--- config.mk ---
export PLATFORM = sky130hd
export DESIGN_NAME = wdog_rst_ctrl
export DESIGN_NICKNAME = d
export VERILOG_FILES = /design/src/rtl/wdog_rst_pkg.sv /design/src/rtl/wdog_regs.sv /design/src/rtl/wdog_timer.sv /design/src/rtl/wdog_pulse.sv /design/src/rtl/wdog_rst_ctrl.sv
export SDC_FILE = /design/constraint.sdc
export NUM_CORES = 1
export LEC_CHECK = 0
export BUFFER_PORTS_ARGS = -buffer_cell sky130_fd_sc_hd__clkbuf_2
export CORE_ASPECT_RATIO = 0.5
export CORE_MARGIN = 2
export CORE_UTILIZATION = 45
export CTS_CLUSTER_SIZE = 8
export DETAILED_ROUTE_END_ITERATION = 8
export HOLD_SLACK_MARGIN = 0.15
export PLACE_DENSITY_LB_ADDON = 0.05
export SYNTH_ARGS = -nofsm -noshare
export SYNTH_HDL_FRONTEND = slang
export SYNTH_SLANG_ARGS = --single-unit
--- constraint.sdc ---
create_clock -name clk_i -period 2.2 [get_ports clk_i]
set_input_delay 0.11 -clock clk_i [delete_from_list [all_inputs] [get_ports clk_i]]
set_output_delay 0.11 -clock clk_i [all_outputs]
set_load 0.005 [all_outputs]
--- src/rtl/wdog_rst_pkg.sv ---
package wdog_rst_pkg;
  localparam int unsigned REG_W = 32;
  localparam int unsigned KEY_W = 8;
  localparam int unsigned PAY_W = REG_W - KEY_W;
  localparam logic [KEY_W-1:0] WR_KEY = 8'h5A;

  localparam logic [7:0] OFS_CTRL = 8'h1C;
  localparam logic [7:0] OFS_STAT = 8'h20;
  localparam logic [7:0] OFS_TMO  = 8'h24;

  localparam int unsigned CFG_LSB   = 4;
  localparam int unsigned PART_BITS = 6;

  typedef enum logic [1:0] {
    CFG_NONE = 2'b00,
    CFG_ALT1 = 2'b01,
    CFG_FULL = 2'b10,
    CFG_ALT3 = 2'b11
  } rst_cfg_e;
endpackage

--- src/rtl/wdog_regs.sv ---
module wdog_regs
  import wdog_rst_pkg::*;
#(
  parameter int unsigned ADDR_W = 8,
  parameter int unsigned TMO_W  = 12
) (
  input  logic              clk_i,
  input  logic              rst_ni,
  input  logic              req_i,
  input  logic              we_i,
  input  logic [ADDR_W-1:0] addr_i,
  input  logic [REG_W-1:0]  wdata_i,
  input  logic              fire_i,
  input  logic [TMO_W-1:0]  count_i,
  output logic [PAY_W-1:0]  stat_o,
  output rst_cfg_e          cfg_o,
  output logic              tmo_wr_o,
  output logic [TMO_W-1:0]  tmo_val_o,
  output logic [REG_W-1:0]  rdata_o,
  output logic [PART_BITS-1:0] part_o
);
  logic [PAY_W-1:0] ctrl_q, stat_q;
  logic key_ok, wr, rd, sel_ctrl, sel_stat, sel_tmo;

  assign key_ok   = wdata_i[REG_W-1 -: KEY_W] == WR_KEY;
  assign wr       = req_i && we_i && key_ok;
  assign rd       = req_i && !we_i;
  assign sel_ctrl = addr_i == ADDR_W'(OFS_CTRL);
  assign sel_stat = addr_i == ADDR_W'(OFS_STAT);
  assign sel_tmo  = addr_i == ADDR_W'(OFS_TMO);

  // host write wins over the post-fire config clear
  always_ff @(posedge clk_i or negedge rst_ni) begin
    if (!rst_ni) begin
      ctrl_q <= '0;
    end else if (wr && sel_ctrl) begin
      ctrl_q <= wdata_i[PAY_W-1:0];
    end else if (fire_i) begin
      ctrl_q[CFG_LSB +: 2] <= CFG_NONE;
    end
  end

  // only power-on reset clears status
  always_ff @(posedge clk_i or negedge rst_ni) begin
    if (!rst_ni) begin
      stat_q <= '0;
    end else if (wr && sel_stat) begin
      stat_q <= wdata_i[PAY_W-1:0];
    end
  end

  always_ff @(posedge clk_i or negedge rst_ni) begin
    if (!rst_ni) begin
      rdata_o <= '0;
    end else if (rd) begin
      if (sel_ctrl)      rdata_o <= {{KEY_W{1'b0}}, ctrl_q};
      else if (sel_stat) rdata_o <= {{KEY_W{1'b0}}, stat_q};
      else if (sel_tmo)  rdata_o <= REG_W'(count_i);
      else               rdata_o <= '0;
    end
  end

  for (genvar g = 0; g < PART_BITS; g++) begin : g_part
    assign part_o[g] = stat_q[2*g];
  end

  assign stat_o    = stat_q;
  assign cfg_o     = rst_cfg_e'(ctrl_q[CFG_LSB +: 2]);
  assign tmo_wr_o  = wr && sel_tmo;
  assign tmo_val_o = wdata_i[TMO_W-1:0];
endmodule

--- src/rtl/wdog_timer.sv ---
module wdog_timer #(
  parameter int unsigned TMO_W     = 12,
  parameter int unsigned PRESC_DIV = 16
) (
  input  logic             clk_i,
  input  logic             rst_ni,
  input  logic             load_i,
  input  logic [TMO_W-1:0] load_val_i,
  input  logic             cfg_full_i,
  output logic [TMO_W-1:0] count_o,
  output logic             fire_o
);
  localparam int unsigned PRESC_W = (PRESC_DIV > 1) ? $clog2(PRESC_DIV) : 1;
  localparam logic [PRESC_W-1:0] PRESC_MAX = PRESC_W'(PRESC_DIV - 1);

  logic [TMO_W-1:0]   count_q;
  logic [PRESC_W-1:0] presc_q;
  logic running, tick;

  assign running = count_q != '0;
  assign tick    = running && (presc_q == PRESC_MAX);

  always_ff @(posedge clk_i or negedge rst_ni) begin
    if (!rst_ni) begin
      count_q <= '0;
      presc_q <= '0;
    end else if (load_i) begin
      count_q <= load_val_i;
      presc_q <= '0;
    end else if (tick) begin
      count_q <= count_q - 1'b1;
      presc_q <= '0;
    end else if (running) begin
      presc_q <= presc_q + 1'b1;
    end
  end

  assign fire_o  = !load_i && tick && (count_q == TMO_W'(1)) && cfg_full_i;
  assign count_o = count_q;
endmodule

--- src/rtl/wdog_pulse.sv ---
module wdog_pulse #(
  parameter int unsigned PULSE_LEN = 4
) (
  input  logic clk_i,
  input  logic rst_ni,
  input  logic fire_i,
  output logic rst_o
);
  localparam int unsigned CNT_W = $clog2(PULSE_LEN + 1);

  logic [CNT_W-1:0] cnt_q;

  always_ff @(posedge clk_i or negedge rst_ni) begin
    if (!rst_ni)            cnt_q <= '0;
    else if (fire_i)        cnt_q <= CNT_W'(PULSE_LEN);
    else if (cnt_q != '0)   cnt_q <= cnt_q - 1'b1;
  end

  assign rst_o = cnt_q != '0;
endmodule

--- src/rtl/wdog_rst_ctrl.sv ---
module wdog_rst_ctrl
  import wdog_rst_pkg::*;
#(
  parameter int unsigned ADDR_W    = 8,
  parameter int unsigned TMO_W     = 12,
  parameter int unsigned PRESC_DIV = 16,
  parameter int unsigned PULSE_LEN = 4
) (
  input  logic              clk_i,
  input  logic              rst_ni,
  input  logic              req_i,
  input  logic              we_i,
  input  logic [ADDR_W-1:0] addr_i,
  input  logic [31:0]       wdata_i,
  output logic [31:0]       rdata_o,
  output logic              sys_rst_o,
  output logic [5:0]        part_o
);
  logic [PAY_W-1:0] stat_w;
  rst_cfg_e         cfg_w;
  logic             tmo_wr_w, fire_w;
  logic [TMO_W-1:0] tmo_val_w, count_w;

  wdog_regs #(.ADDR_W(ADDR_W), .TMO_W(TMO_W)) u_regs (
    .clk_i     (clk_i),
    .rst_ni    (rst_ni),
    .req_i     (req_i),
    .we_i      (we_i),
    .addr_i    (addr_i),
    .wdata_i   (wdata_i),
    .fire_i    (fire_w),
    .count_i   (count_w),
    .stat_o    (stat_w),
    .cfg_o     (cfg_w),
    .tmo_wr_o  (tmo_wr_w),
    .tmo_val_o (tmo_val_w),
    .rdata_o   (rdata_o),
    .part_o    (part_o)
  );

  wdog_timer #(.TMO_W(TMO_W), .PRESC_DIV(PRESC_DIV)) u_timer (
    .clk_i      (clk_i),
    .rst_ni     (rst_ni),
    .load_i     (tmo_wr_w),
    .load_val_i (tmo_val_w),
    .cfg_full_i (cfg_w == CFG_FULL),
    .count_o    (count_w),
    .fire_o     (fire_w)
  );

  wdog_pulse #(.PULSE_LEN(PULSE_LEN)) u_pulse (
    .clk_i  (clk_i),
    .rst_ni (rst_ni),
    .fire_i (fire_w),
    .rst_o  (sys_rst_o)
  );
endmodule

Yosys cells after proc, flatten, opt, wreduce, memory -nomap -nowiden --
Cells that the tools add are included. Widths: inputs -> output; s select.
Cells by class: equal/unequal tests 7, reduce and logical (&&, ||, !) cells 18, muxes and demuxes 12, add/subtract/negate cells 3
Operators by type and width (number):
- $mux 32 | 2
- $mux 12 | 3
- $eq 8x6->1 const B | 2
- $eq 12x1->1 const B | 1
- $mux 4 | 3
- $reduce_bool 12->1 | 1
- $sub 12x1->12 const B | 1
- $logic_and 1x1->1 | 10
- $eq 8x5->1 const B | 1
- $eq 8x7->1 const B | 1
- $mux 3 | 2
- $reduce_bool 2->1 | 3
- $reduce_bool 3->1 | 2
- $add 4x1->4 const B | 1
- $eq 4x4->1 const B | 1
- $mux 2 | 2
- $sub 3x1->3 const B | 1
- $eq 2x2->1 const B | 1
- $logic_not 1->1 | 2
Word-level totals: register bits after elaboration 99, output and inout port bits 39, input bits 44

Logic depth before layout (Yosys ltp) --
depth after elaboration 9, mapped depth 7

By module --
A second synthesis with hierarchy kept.
Unflattened totals: cell total of the unflattened synthesis 415, area total of the unflattened synthesis 4690.7 sq um
By module, submodules not included:
- wdog_regs | times used 1, area each 3397.0 sq um, seq. area each 1801.7 sq um, cells an instance 285
- wdog_timer | times used 1, area each 1102.3 sq um, seq. area each 400.4 sq um, cells an instance 113
- wdog_pulse | times used 1, area each 177.7 sq um, seq. area each 75.1 sq um, cells an instance 16
- wdog_rst_ctrl | times used 1, area each 13.8 sq um, seq. area each 0.0 sq um, cells an instance 1

Worst setup path after synthesis --
Ideal clock, no wire load.
path kind input to register, start point input addr_i[1], end point register u_regs.ctrl_q[10], slack 0.274 ns, arrival 1.799 ns, cell stages on the path 6, setup time 0.127 ns, data required time 2.073 ns, path buffers 2, cell sequence or4_4 > nor4b_4 > and2_1 > buf_4 > buf_6 > mux2_1
Between the ends: word-level cells in the longest chain between the ends 2
Ends and longest elaborated chain:
- start: declaration | line wdog_rst_ctrl.sv:13 | input logic [ADDR_W-1:0] addr_i,
- $eq 8x5->1 | line wdog_regs.sv:28 | assign sel_ctrl = addr_i == ADDR_W'(OFS_CTRL);
- $logic_and 1x1->1 | line wdog_regs.sv:36 | end else if (wr && sel_ctrl) begin
- end signal: assignment | line wdog_regs.sv:37 | ctrl_q <= wdata_i[PAY_W-1:0];
- end: declaration | line wdog_regs.sv:22 | logic [PAY_W-1:0] ctrl_q, stat_q;
No other way between the ends. A chain may end at the register's enable or synchronous reset.

Worst setup path in the final report --
start point register u_timer.count_q[1] (netlist: u_timer.count_o[1]), end point register u_timer.count_q[4] (netlist: u_timer.count_o[4])
Between the ends: word-level cells in the longest chain between the ends 3
Ends and longest elaborated chain:
- start: declaration | line wdog_timer.sv:16 | logic [TMO_W-1:0] count_q;
- start signal: assignment | line wdog_timer.sv:28 | count_q <= load_val_i;
- start signal: assignment | line wdog_timer.sv:31 | count_q <= count_q - 1'b1;
- $sub 12x1->12 / $reduce_bool 12->1 (equally long branches) | line wdog_timer.sv:31, wdog_timer.sv:20
- $mux 12 / $logic_and 1x1->1 (equally long branches) | line wdog_timer.sv:30, wdog_timer.sv:21
- $mux 12 / $reduce_bool 2->1 (equally long branches)
Parallel ways exist; a longest one is shown, timed or not. The select of a mux whose other input is x is not followed.

==> flow_metrics.tcl <==
set metrics [dict create \
    hold_path.class "in -> reg" \
    io_buffers 74 \
    dieArea_um2 10600 \
    crit_path_cell_trace "inv_1 > ha_1 > or3b_2 > a311oi_1 > xor2_1 > mux2_2" \
    p_leak_nw 2.62 \
    status "finished, final reports clean" \
    ys_async_sr_fraction 1.00 \
    required_ns 2.43 \
    core_area_um2 9450 \
    grt_pass1_vias 3337 \
    grt_overflow 0 \
    synth_common_cells "dfrtp_1 (91), mux2_2 (34), nor2_1 (34)" \
    p_total_mw 3.91 \
    synth-seq-cells 91 \
    pre_cts_ws_ns 0.0879 \
    ys_warn_count 0 \
    post-route-period-util 0.931 \
    reg2reg_to "u_timer.count_o[4]$_DFFE_PN0P_" \
    cp_slowest_cell "or3b_2" \
    synth_ff_type "dfrtp_1" \
    synth_edf_count 0 \
    ctsLongestPathBuffers 2 \
    combPwrFrac 0.119 \
    critPathKind "reg -> reg" \
    antenna_found_initial 0 \
    yosysMostFrequentCell "dfrtp_1" \
    worstReg2RegStart "u_timer.count_o[1]$_DFFE_PN0P_" \
    area_growth_pct 25.1 \
    setup.worst_path.end_class "flop" \
    tightest_slew_ns 0.656 \
    internal_power_mw 2.99 \
    max_freq_mhz 488 \
    die_w_um 143 \
    multi_input_area_um2 1920 \
    crit_end "u_timer.count_o[4]$_DFFE_PN0P_" \
    syn-cell-area_um2 4370 \
    final.setup.worst_slack_ns 0.153 \
    cp-startpoint "u_timer.count_o[1]$_DFFE_PN0P_" \
    synth.top_cell.area_share 0.521 \
    drt_iter0_markers 117 \
    synthCells 377 \
    post-cts-setup-buffers 0 \
    startpoint_type "flop" \
    ios 83 \
    clock_power_share 0.414 \
    peakVddDrop_v 0.000415 \
    die_h_um 73.7 \
    seq_power_share 0.467 \
    fin_nets 531 \
    track_usage 0.219 \
    cts_buffers 9 \
    slew_violations 0 \
    fin_skew_ns 0.00559 \
    antenna_left 0 \
    switching_share 0.237 \
    critical-path-max-stage-delay_ns 0.45 \
    hpwl_um 7490 \
    drive_above_1_share 0.309 \
    finalWeightedCongestion 0.840 \
    fin_crit_ns 2.05 \
    path_clk_slew_ns 0.06 \
    r2r_slack_ns 0.15 \
    seq_area_frac_synth 0.521 \
    nFillCells 841 \
    max-cap-violations 0 \
    hold_viol 0 \
    cts_root_buf "clkbuf_16" \
    grt_max_degree 50 \
    report.final.setup_viol 0 \
    htree_num_levels 3 \
    grt_first_pass_wirelength_um 17400 \
    syn_avg_cell_area_um2 11.6 \
    drc 0 \
    synthDistinctLibCells 49 \
    cts_tree "done" \
    yosys.area.top_type "dfrtp_1" \
    vias_per_cell 5.34 \
    p_sw_mw 0.925 \
    dr.pass1.iters 4 \
    finalSetupTns_ns 0 \
    routedWlPerCell_um 17.1 \
    row_count 25 \
    critPathArrivalTime_ns 2.27 \
    powerDensity_nw_per_um2 715 \
    path_max_fanout 4 \
    reg2regPathDepth 6 \
    start_util 0.463 \
    wl_um 10600 \
    vias 3310 \
    antennaDiodeCount 0 \
    seq_area_um2 2280 \
    slew_headroom 0.563 \
    insertion_delay_ns 0.34 \
    cts.sinks 91 \
    synthTopCellsByArea "dfrtp_1 (52%), mux2_2 (8.8%), mux2_1 (4.9%)" \
    grt_setup_unrepaired "no" \
]
==> layer usage <==
metal | GRT usage | vias to the layer above | routed length (um)
met3 | 0.0658 | 10 | 428
met4 | 0.0566 | 0 | 85
li1 | - | 1565 | -
met2 | 0.352 | 63 | 5020
met5 | 0 | - | 0
met1 | 0.294 | 1672 | 5060
==> logic make-up (layout without fill, tap and decap cells) <==
family	after synthesis	after routing	synth area share
xor gates and xnor gates	4	4	0.00801
muxes	69	69	0.173
adders and majority gates	6	6	0.0172
other	1	8	0.000857
AOI/OAI and AO/OA	77	77	0.115
buffers and inverters	39	140	0.0498
and+or+nand+nor	90	90	0.116
DFF	91	91	0.521
==> cells in the final DEF (no fill, tap or decap), drive strengths merged, types with 3 or more instances in the layout <==
cell         instances
nor3                 6
clkbuf              84
buf                 21
conb                 8
mux2i               16
nor4                 3
xnor2                3
a31oi                4
a22oi               12
o21ai                9
dlygate4sd3         25
and3                 3
nor2                34
a2bb2oi             12
or3                  4
dfrtp               91
ha                   6
nand3                6
mux2                53
a21oi               30
inv                  6
or4                  6
nand2                9
==> flip-flops by register name, indices dropped and copies added, names as in the netlist <==
name and count:
u_timer.count_o 12, u_timer.presc_q 4, u_regs.rdata_o 24, u_regs.ctrl_q 24, u_regs.stat_o 24, u_pulse.cnt_q 3
==> per-stage QoR <==
stage               cells  hold slack (ns)  cell area [um^2]  utilization
global placement      580            0.168              4900        0.519
global route          620            0.191              5470        0.579
finish                620            0.176              5470        0.579
floorplan             384           -0.186              4400            -
detailed placement    580            0.185              4900        0.519
CTS                   620            0.171              5460        0.578
==> worst min-delay path by stage <==
stage                start                             end  slack, ns  depth (start not counted)
CTS                   we_i   u_regs.rdata_o[1]$_DFFE_PN0P_       0.17                          3
global placement    rst_ni  u_regs.rdata_o[22]$_DFFE_PN0P_       0.17                          1
floorplan           rst_ni    u_pulse.cnt_q[0]$_DFFE_PN0P_      -0.19                          0
global route          we_i   u_regs.rdata_o[1]$_DFFE_PN0P_       0.19                          3
detailed placement  rst_ni  u_regs.rdata_o[22]$_DFFE_PN0P_       0.18                          1
finish                we_i   u_regs.rdata_o[1]$_DFFE_PN0P_       0.18                          3
==> critical path: cells and delay by family (launching register included) <==
family	cells	cell delay [ns]
buf+inv	1	0.13
mux	1	0.27
fa+ha+maj	1	0.22
flops	1	0.41
xor+xnor	1	0.12
compound gates	1	0.32
simple gates	1	0.45
==> final cells by class <==
| class | count | area share |
|---|---|---|
| Sequential cell | 91 | 0.416 |
| Multi-Input combinational cell | 254 | 0.351 |
| Timing Repair Buffer | 119 | 0.141 |
| Clock buffer | 11 | 0.0425 |
| Tap cell | 135 | 0.0309 |
| Clock inverter | 4 | 0.0140 |
| Inverter | 6 | 0.00412 |
==> repair_timing <==
action	CTS	global route
endpoints found under the hold margin	105	0
hold buffers	25	0
setup endpoints to repair	0	4
gates resized for setup	0	1
==> power groups by stage <==
stage               clock (mW)  sequential [mW]  combinational (mW)
global route              1.75             1.84               0.527
CTS                       1.66             1.83               0.474
finish                    1.62             1.83               0.464
detailed placement           0             1.86               0.437
global placement             0             1.85               0.411
floorplan                    0             1.85               0.239
No activity file was read; power rests on OpenSTA's default activity.
